## src/rtl/link_pm_tracker.sv

```systemverilog
module link_pm_tracker (
  input  logic       clk,
  input  logic       rst_n,
  input  logic       dev_req_partial,
  input  logic       dev_req_slumber,
  input  logic       dev_wake,
  input  logic       host_need,
  input  logic       wake_done,
  input  logic       link_up,
  input  logic       ctl_d3,
  output logic       req_ack,
  output logic       comwake,
  output logic [2:0] pm_state,
  output logic       link_ready
);
  localparam logic [2:0] ST_OFF   = 3'd0;
  localparam logic [2:0] ST_ACT   = 3'd1;
  localparam logic [2:0] ST_PART  = 3'd2;
  localparam logic [2:0] ST_SLUM  = 3'd3;
  localparam logic [2:0] ST_WAKE  = 3'd4;

  logic [2:0] st_q, st_d;
  logic       ack_d, cw_d;
  logic       any_req, low_pwr;
  logic [2:0] req_tgt;

  assign any_req = dev_req_partial | dev_req_slumber;
  assign req_tgt = dev_req_slumber ? ST_SLUM : ST_PART;
  assign low_pwr = (st_q == ST_PART) | (st_q == ST_SLUM);

  always_comb begin
    st_d  = st_q;
    ack_d = 1'b0;
    cw_d  = 1'b0;
    if (ctl_d3) begin
      st_d = ST_OFF;
    end else begin
      case (st_q)
        ST_OFF:  if (link_up) st_d = ST_ACT;
        ST_ACT:  if (any_req) begin st_d = req_tgt; ack_d = 1'b1; end
        ST_PART, ST_SLUM: begin
          if (host_need) begin
            st_d = ST_WAKE;
            cw_d = 1'b1;
          end else if (dev_wake) begin
            st_d = ST_ACT;
          end else if (any_req) begin
            st_d  = req_tgt;
            ack_d = 1'b1;
          end
        end
        ST_WAKE: if (wake_done) st_d = ST_ACT;
        default: st_d = ST_OFF;
      endcase
    end
  end

  always_ff @(posedge clk or negedge rst_n) begin
    if (!rst_n) begin
      st_q    <= ST_OFF;
      req_ack <= 1'b0;
      comwake <= 1'b0;
    end else begin
      st_q    <= st_d;
      req_ack <= ack_d;
      comwake <= cw_d;
    end
  end

  assign pm_state   = st_q;
  assign link_ready = (st_q == ST_ACT);
  wire unused_ok = low_pwr;
endmodule

```

## config.mk

```make
export PLATFORM = sky130hd
export DESIGN_NAME = link_pm_tracker
export DESIGN_NICKNAME = d
export VERILOG_FILES = /design/src/rtl/link_pm_tracker.sv
export SDC_FILE = /design/constraint.sdc
export NUM_CORES = 1
export LEC_CHECK = 0
export ABC_AREA = 1
export BUFFER_PORTS_ARGS = -buffer_cell sky130_fd_sc_hd__buf_2
export CORE_AREA = 2 2 39 41
export CTS_CLUSTER_SIZE = 12
export DETAILED_ROUTE_END_ITERATION = 6
export DIE_AREA = 0 0 41 43
export PLACE_DENSITY = 0.45
export RECOVER_POWER = 50
export SYNTH_ARGS = -nofsm -noshare
export SYNTH_HDL_FRONTEND = slang
export SYNTH_SLANG_ARGS = --single-unit
```

## constraint.sdc

```tcl
create_clock -name clk -period 1 [get_ports clk]
set_input_delay 0.2 -clock clk [delete_from_list [all_inputs] [get_ports clk]]
set_output_delay 0.2 -clock clk [all_outputs]
set_load 0.02 [all_outputs]
```

* Word level (Yosys, flattened, before mapping) *
Index checks and enable logic that the tools add are counted.

cells by class
  equality and inequality tests = 6
  bitwise logic cells = 1
  reduce and logical (&&, ||, !) cells = 3
  multiplexer cells = 16

operator list
  operator                                       count
  2-to-1 mux 3 bit                               6
  one-hot mux 3 bit (4 select lines)             1
  2-to-1 mux 1 bit                               8
  == test 3 x 2 -> 1 bit, second input constant  2
  inequality test 3 bit, second input constant   2
  == test 3 x 1 -> 1 bit, second input constant  1
  == test 3 bit, second input constant           1
  zero test 3 bit                                1
  one-hot mux 1 bit (2 select lines)             1
  AND reduction 2 bit                            1
  OR reduction 2 bit                             1
  bitwise OR 1 bit                               1

word-level totals
  register bits after elaboration = 5
  logic and storage cells = 29
  output and inout port bits = 6

* Logic depth before layout (Yosys ltp) *
Gate-level depths: netlist of run 1.

  word-level depth = 6
  mapped depth = 6
  mapped depth without buffers = 6

* Worst setup path before layout of run 1 *
Ideal clock, no wire load.

  path kind = register to register
  start = register st_q[2] (netlist: pm_state[2])
  end = register st_q[1] (netlist: pm_state[1])
  data arrival time = 0.963 ns
  setup slack = -0.040 ns
  setup time = 0.077 ns
  stages on the path, launching flop included = 6
  cells stage by stage = dfrtp_1 > inv_2 > nand3_2 > inv_2 > o21ai_1 > a21oi_1

on the way
  elaborated cells between the ends (all ways) = 11
  those cells by class = 6 x eq/ne; 2 x mux; 3 x reduce/logical

RTL lines
  what                                line  RTL
  start, declared                     22    logic [2:0] st_q, st_d;
  start signal, assigned              64    st_q <= st_d;
  == test 3 x 1 -> 1 bit              -
  named net link_ready                14    output logic link_ready
  one-hot mux 3 bit (4 select lines)  38    case (st_q)
  2-to-1 mux 3 bit                    35    if (ctl_d3) begin

The timed path passes the listed nets, and every way through them passes these cells.
A chain may end at the register's enable or synchronous reset.

* Worst setup path after layout of run 1 *
  start = register st_q[2] (netlist: pm_state[2])
  end = output port link_ready

on the way
  longest elaborated chain between the ends = 1

RTL lines
  what                    line  RTL
  == test 3 x 1 -> 1 bit  71    assign link_ready = (st_q == ST_ACT);
  end, declared           14

No other way between the ends.

==> Flow_metrics.wiki, run 1 <==
{| class="wikitable"
! Metric !! Value
|-
| Average size of a mapped cell || 7.41 sq um
|-
| WP data required || about 800 ps
|-
| Min Clock Period, post-route || roughly 1200 ps
|-
| Arrival time at the worst endpoint || approximately 980 ps
|-
| Static leakage power || about 0.26 nW
|-
| Sum of negative setup slack || -516 ps
|-
| Netlist area before placement || roughly 280 sq um
|-
| CP max FO || 2
|-
| Die Area || about 1800 sq um
|-
| Peak clock frequency supported by timing || around 0.85 GHz
|-
| Remaining routing DRC violations || 0
|-
| Overall global routing resource usage || approximately a tenth
|-
| Number of instances in the synthesized netlist || 38
|-
| Clock latency on the worst-skew pair || 240 ps
|-
| Initial standard-cell utilization of the core || approximately a fifth
|-
| Maximum number of pins on one net before global-route repair || 6
|-
| Row cnt || 14
|-
| Setup repair after global routing missed its margin || yes
|-
| Outcome || complete, but fails checks
|-
| Clock input transition at the sequential cells of the worst setup and hold paths || approximately 50 ps
|-
| Area grow syn2layout || 77.3%
|-
| Cell-by-cell listing of the critical path || inv_2 -> nand3_2 -> inv_2 -> buf_6
|-
| Number of warnings printed during yosys synthesis || 0
|-
| Critical-path top delay cell || dfrtp_2
|-
| Final setup margin || -176 ps
|-
| Maximum resistive drop on vdd || 484 uV
|-
| Final slew viol count || 0
|-
| Flip-flop cell with the highest count after synthesis || dfrtp_1
|-
| Tightest Pin Transition || between 200 and 300 ps
|-
| Number of synthesized register bits || 5
|-
| Core outline area || around 1400 sq um
|-
| Global-route wire length before repair || between 1 and 1.5 mm
|-
| Max Cap Viol || 0
|-
| I/O pin total || 15
|-
| Number of global-route vias before repair || around 280
|-
| Area after detailed placement || 389 sq um
|-
| Number of buffers created by CTS || 3
|-
| Inserted Diodes || 0
|-
| Sort of element at the end of the critical path || output pin
|-
| Routed via count divided by cell count || between 4 and 5
|-
| Kind of launch point of the worst setup path || register
|-
| Synth cell count leaders || 5 x dfrtp_1, 5 x nand2_1, 4 x inv_1, 4 x inv_2, 4 x nor2_1
|-
| FF-to-FF setup slack || -90 ps
|-
| CTS H-tree lvls || 1
|-
| Total of fill cells in the finished design || roughly 160
|-
| DRT Pass-1 Iters || 4
|-
| Count of distinct cell types in the synthesized netlist || 15
|-
| Routability congestion estimate from global placement || ~0.85
|-
| Violated checks || setup timing
|-
| Overall die width || between 40 and 50 microns
|-
| Overflow left after global routing || 0
|-
| Wire length after detailed routing || 760 microns
|-
| Post-layout total power || around 0.72 mW
|-
| Height of the die || between 40 and 50 microns
|-
| Root Buffer Master || clkbuf_4
|-
| Final instance area || ~500 sq um
|-
| Leading post-synthesis cells by cell area || dfrtp_1 44%, nand2_1 6.7%, a21oi_1 5.3%, nand3_1 5.3%, inv_1 5.3%
|-
| Seq/Total Area, Yosys || 44.4%
|-
| Wire length per cell || 9.50 microns
|-
| Antenna violations before repair || 0
|-
| Relative max-transition margin || between 80% and 90%
|-
| Nets in the synthesized netlist || 47
|-
| Count of flip-flops with a built-in enable after synthesis || 0
|-
| ANT nets after route || 0
|-
| Number of clock sinks || 5
|-
| Pwr dens || approximately 1400 nW/um^2
|-
| Number of vias after detailed routing || around 340
|-
| I/O Buffers || 14
|-
| Cell type with the largest total area after synthesis || dfrtp_1
|-
| Clock tree buffer depth || 2
|-
| Count of final setup violators || 5
|-
| Synth top area share || 44.4%
|-
| Hold Violations, Final || 0
|-
| Delay of the slowest critical-path stage || a little over 400 ps
|-
| First DRT Iteration DRCs || 15
|-
| Share of the clock period used by the worst path || 118%
|-
| Fraction of registers with async set or reset after synthesis || 100%
|-
| Layout cell share with drive strength beyond 1 || ~58%
|-
| Clock tree from TritonCTS || yes
|-
| WS Path Type || register to output pin
|-
| Max Clock Skew || between 6 and 7 ps
|-
| Hold WC Path Type || input pin to register
|-
| Cell seen most often among critical-path stages || inv_2
|-
| Half-perimeter wire length after detailed placement || around 570 microns
|-
| Net count of the finished layout || 74
|}
==> sequential cells by signal (all words and copies together) (netlist names) <==
register / flops
comwake: 1
req_ack: 1
pm_state: 3
==> final cells by class <==
type | instances | area (sq um) | area share (%)
Clock buffer | 4 | 26.3 | 5.26
Tap cell | 16 | 20.0 | 4.01
Inverter | 9 | 33.8 | 6.77
Sequential cell | 5 | 128 | 25.6
Timing Repair Buffer | 22 | 153 | 30.6
Multi-Input combinational cell | 24 | 139 | 27.8
==> through the flow <==
step / hold slack, ps / cells / setup slack, ps / util (%)
4_1_cts: 158 / 77 / -197 / 32.7
6_report: 176 / 80 / -176 / 36.1
3_3_place_gp: 23.7 / 70 / 4.31 / 28.1
3_5_place_dp: 26.4 / 70 / 0.0960 / 28.1
2_1_floorplan: -95.6 / 38 / -4.13 / -
5_1_grt: 187 / 80 / -234 / 36.1
==> worst max-delay path: cells and delay by family (launching register included) <==
kind	cells	cell delay [ps]
DFF	1	410
buffers and inverters	3	250
and+or+nand+nor	1	80
==> power breakdown <==
group,total (mW),leakage [nW],switching [mW],internal [mW]
logic,0.251,0.178,0.130,0.121
clock network,0.235,0.0150,0.0838,0.151
registers,0.233,0.0643,0.0124,0.220
total,0.719,0.258,0.227,0.492
==> cell usage in the layout (no fill, tap or decap) <==
cell type,n
clkinv_1,1
a21oi_1,2
a21oi_2,2
nor2_1,3
o21ai_0,2
nand3_2,2
buf_4,8
nand2_1,3
buf_2,9
dlygate4sd3_1,1
buf_6,3
dfrtp_1,3
clkbuf_4,3
inv_1,4
dfrtp_2,2
o21ai_1,2
nand4_1,1
inv_2,4
nor2_2,1
o21bai_1,1
nand3_1,2
nand2_2,3
clkbuf_1,2
==> cell families after synthesis <==
logic type	after synthesis	synth area share, %
buffers and inverters	9	12.0
AO/OA/AOI/OAI	9	18.2
AND/OR/NAND/NOR	15	25.3
flip-flops	5	44.4
==> routing by layer <==
metal  vias up  global-route usage, %  share of wire [%]
li1        173                      -                  -
met1       145                   12.3                 43
met2        16                   13.4                 45
met3         4                   1.57                7.8
met4         0                   14.0                4.7
met5         -                      0                  0
==> repair_timing <==
action,CTS,global route
hold endpoints to repair,5,0
buffers inserted,2,3
pin swaps,1,4
setup endpoints to repair,4,6
resized for setup,4,8
hold buffers,1,0
==> worst paths after layout <==
kind                                          from  depth (start not counted)                 endpoint
hold reg to reg            pm_state[1]$_DFFE_PN0P_                          5  pm_state[2]$_DFFE_PN0P_
hold / removal                              ctl_d3                          2  pm_state[1]$_DFFE_PN0P_
setup / recovery           pm_state[2]$_DFFE_PN0P_                          4               link_ready
setup reg to reg           pm_state[2]$_DFFE_PN0P_                          7  pm_state[0]$_DFFE_PN0P_
min in group asynchronous                    rst_n                          2        comwake$_DFF_PN0_
max in group asynchronous                    rst_n                          2  pm_state[1]$_DFFE_PN0P_
(Power assumes the default switching activity.)
==> run 2, diff against run 1 <==
--- a/config.mk
+++ b/config.mk
@@ -5,13 +5,13 @@
 export SDC_FILE = /design/constraint.sdc
 export NUM_CORES = 1
 export LEC_CHECK = 0
-export ABC_AREA = 1
+export ABC_AREA = 0
 export BUFFER_PORTS_ARGS = -buffer_cell sky130_fd_sc_hd__buf_2
 export CORE_AREA = 2 2 39 41
 export CTS_CLUSTER_SIZE = 12
 export DETAILED_ROUTE_END_ITERATION = 6
 export DIE_AREA = 0 0 41 43
-export PLACE_DENSITY = 0.45
+export PLACE_DENSITY = 0.44
 export RECOVER_POWER = 50
 export SYNTH_ARGS = -nofsm -noshare
 export SYNTH_HDL_FRONTEND = slang
==> Flow_metrics.wiki, run 2 <==
{| class="wikitable"
! Metric !! Value
|-
| Outcome || complete, but fails checks (unchanged)
|-
| Violated checks || setup timing (unchanged)
|-
| Clock latency on the worst-skew pair || 260 ps (was 240 ps)
|-
| Overflow left after global routing || 0 (unchanged)
|-
| Tightest Pin Transition || 432 ps (was 286 ps)
|-
| CP max FO || 3 (was 2)
|-
| Antenna violations before repair || 0 (unchanged)
|-
| Synth cell count leaders || 5 x dfrtp_1, 3 x nor2_1, 2 x a21oi_1 (was 5 x dfrtp_1, 5 x nand2_1, 4 x inv_1, 4 x inv_2, 4 x nor2_1)
|-
| Overall die width || 41 microns (unchanged)
|-
| Core outline area || 1380 sq um (unchanged)
|-
| Setup repair after global routing missed its margin || yes (unchanged)
|-
| Cell type with the largest total area after synthesis || dfrtp_1 (unchanged)
|-
| Final setup margin || -465 ps (was -176 ps)
|-
| Seq/Total Area, Yosys || 46.3% (was 44.4%)
|-
| Register area || 129 sq um (was 128 sq um)
|-
| Initial standard-cell utilization of the core || 19.5% (was 20.3%)
|-
| Overall global routing resource usage || 13.7% (was 10.6%)
|-
| Hold Violations, Final || 0 (unchanged)
|-
| Inserted Diodes || 0 (unchanged)
|-
| Number of global-route vias before repair || 337 (was 281)
|-
| Routability congestion estimate from global placement || 0.727 (was 0.849)
|-
| Net count of the finished layout || 66 (was 74)
|-
| Count leader, synth || dfrtp_1
|-
| Nets in the synthesized netlist || 35 (was 47)
|-
| I/O Buffers || 14 (unchanged)
|-
| WP data required || 800 ps (about the same)
|-
| Netlist area before placement || 270 sq um (was 282 sq um)
|-
| Flip-flop cell with the highest count after synthesis || dfrtp_1 (unchanged)
|-
| Kind of launch point of the worst setup path || register (unchanged)
|-
| WS Path Type || register to output pin (unchanged)
|-
| Number of buffers created by CTS || 3 (unchanged)
|-
| Max Clock Skew || 9.27 ps (was 6.42 ps)
|-
| Total of fill cells in the finished design || 146 (was 155)
|-
| Die Area || 1760 sq um (unchanged)
|-
| Leading post-synthesis cells by cell area || dfrtp_1 46%, a221oi_2 5.6%, and4bb_2 4.6%, nor2_1 4.2%, a21oi_1 3.7% (was dfrtp_1 44%, nand2_1 6.7%, a21oi_1 5.3%, nand3_1 5.3%, inv_1 5.3%)
|-
| Root Buffer Master || clkbuf_4 (unchanged)
|-
| Count of final setup violators || 8 (was 5)
|-
| Global-route wire length before repair || 1.45 mm (was 1.14 mm)
|-
| Clock tree from TritonCTS || yes (unchanged)
|-
| Maximum number of pins on one net before global-route repair || 7 (was 6)
|-
| Sort of element at the end of the critical path || output pin (unchanged)
|-
| Multi-input gate area || 166 sq um (was 139 sq um)
|-
| Most common cell after layout, fill and taps aside || buf_2 (unchanged)
|-
| Remaining routing DRC violations || 0 (unchanged)
|-
| Height of the die || 43 microns (unchanged)
|-
| First DRT Iteration DRCs || 4 (was 15)
|-
| Area grow syn2layout || 108% (was 77.3%)
|-
| Min Clock Period, post-route || 1470 ps (was 1180 ps)
|-
| Clock input transition at the sequential cells of the worst setup and hold paths || 50 ps (about the same)
|-
| Peak clock frequency supported by timing || 0.682 GHz (was 0.850 GHz)
|-
| Wire length after detailed routing || 917 microns (was 760 microns)
|-
| Number of warnings printed during yosys synthesis || 0 (unchanged)
|-
| Layout cell share with drive strength beyond 1 || 69.6% (was 57.8%)
|-
| Hold WC Path Type || input pin to register (unchanged)
|-
| Final slew viol count || 0 (unchanged)
|-
| Non-filler instance count after layout || 72 (was 80)
|-
| Commonest cells after routing, fill and taps aside || 9 x buf_2, 7 x buf_4, 6 x buf_6, 3 x clkbuf_4, 3 x dfrtp_2 (was 9 x buf_2, 8 x buf_4, 4 x inv_2, 4 x inv_1)
|-
| Pwr dens || 1290 nW/um^2 (was 1440 nW/um^2)
|-
| Row cnt || 14 (unchanged)
|-
| Number of instances in the synthesized netlist || 26 (was 38)
|-
| Static leakage power || 0.264 nW (was 0.258 nW)
|-
| Largest register FFs || 3 (unchanged)
|-
| Count of flip-flops with a built-in enable after synthesis || 0 (unchanged)
|-
| Count of distinct cell types in the synthesized netlist || 19 (was 15)
|-
| Clock tree buffer depth || 2 (unchanged)
|-
| Arrival time at the worst endpoint || 1270 ps (was 980 ps)
|-
| Synth top area share || 46.3% (was 44.4%)
|-
| Average size of a mapped cell || 10.4 sq um (was 7.41 sq um)
|-
| Final core area utilization || 40.6% (was 36.1%)
|-
| Half-perimeter wire length after detailed placement || 604 microns (was 566 microns)
|-
| DRT Pass-1 Iters || 4 (unchanged)
|-
| Maximum resistive drop on vdd || 509 uV (was 484 uV)
|-
| CTS H-tree lvls || 1 (unchanged)
|-
| Wire length per cell || 12.7 microns (was 9.50 microns)
|-
| Max Cap Viol || 0 (unchanged)
|-
| Relative max-transition margin || 70.4% (was 80.9%)
|-
| Number of synthesized register bits || 5 (unchanged)
|-
| Share of the clock period used by the worst path || 147% (was 118%)
|-
| I/O pin total || 15 (unchanged)
|-
| Number of clock sinks || 5 (unchanged)
|-
| Placed insts || 63 (was 70)
|-
| Number of vias after detailed routing || 334 (was 338)
|-
| Fraction of registers with async set or reset after synthesis || 100% (unchanged)
|-
| Routed via count divided by cell count || 4.64 (was 4.23)
|-
| ANT nets after route || 0 (unchanged)
|}
## run 2: cell families (layout without fill, tap and decap cells)
family	Yosys count	count (layout)	synth area share (%)
compound gates	7	7	20.4
buf+inv	1	31	1.39
flops	5	5	46.3
simple gates	13	13	31.9
## run 2: layer usage
metal  global-route usage [%]  routed length [microns]  up-vias
met2                     19.4                      457       15
met5                        0                        0        -
li1                         -                        -      160
met3                     3.14                       52        5
met4                     16.0                       48        0
met1                     14.3                      358      154
## run 2: worst max-delay path, stage by stage, from the launching register on
cell,delay (ps)
dfrtp_2,420
or3b_4,430
inv_4,60
buf_6,100
## run 2: what timing repair did
action | in CTS | in global routing
hold endpoints to repair | 5 | 0
hold buffers | 1 | 0
setup buffers | 3 | 1
pin swaps | 3 | 2
gates resized for setup | 10 | 8
endpoints found under the setup margin | 8 | 8
## run 2: final cells by class
type / count / share of cell area, %
Timing Repair Buffer: 26 / 38.1
Multi-Input combinational cell: 20 / 29.6
Inverter: 1 / 1.11
Sequential cell: 5 / 22.9
Tap cell: 16 / 3.56
Clock buffer: 4 / 4.68
## run 2: through the flow
stage / hold WS [ps] / power (mW) / setup TNS (ps) / instance area [sq um] / worst slack (ps)
floorplan: -95.6 / 0.318 / -1050 / 279 / -310
global placement: 25.0 / 0.411 / -1150 / 434 / -295
detailed placement: 26.1 / 0.412 / -1180 / 434 / -327
CTS: 177 / 0.708 / -2340 / 527 / -453
global route: 153 / 0.769 / -2690 / 562 / -499
finish: 157 / 0.725 / -2380 / 562 / -465
## run 2: power breakdown
part	switching [mW]	internal, mW
Sequential	0.0110	0.217
Clock	0.0993	0.152
Combinational	0.107	0.139
## run 2: path summary, 6_finish.rpt
path | to | slack, ps | cells after the start | from
max | link_ready | -470 | 3 | pm_state[2]$_DFFE_PN0P_
min | pm_state[2]$_DFFE_PN0P_ | 160 | 2 | ctl_d3
max reg2reg | pm_state[0]$_DFFE_PN0P_ | -430 | 4 | pm_state[1]$_DFFE_PN0P_
min reg2reg | comwake$_DFF_PN0_ | 630 | 2 | pm_state[1]$_DFFE_PN0P_
max in group asynchronous | pm_state[0]$_DFFE_PN0P_ | 440 | 2 | rst_n
min in group asynchronous | pm_state[1]$_DFFE_PN0P_ | 320 | 2 | rst_n
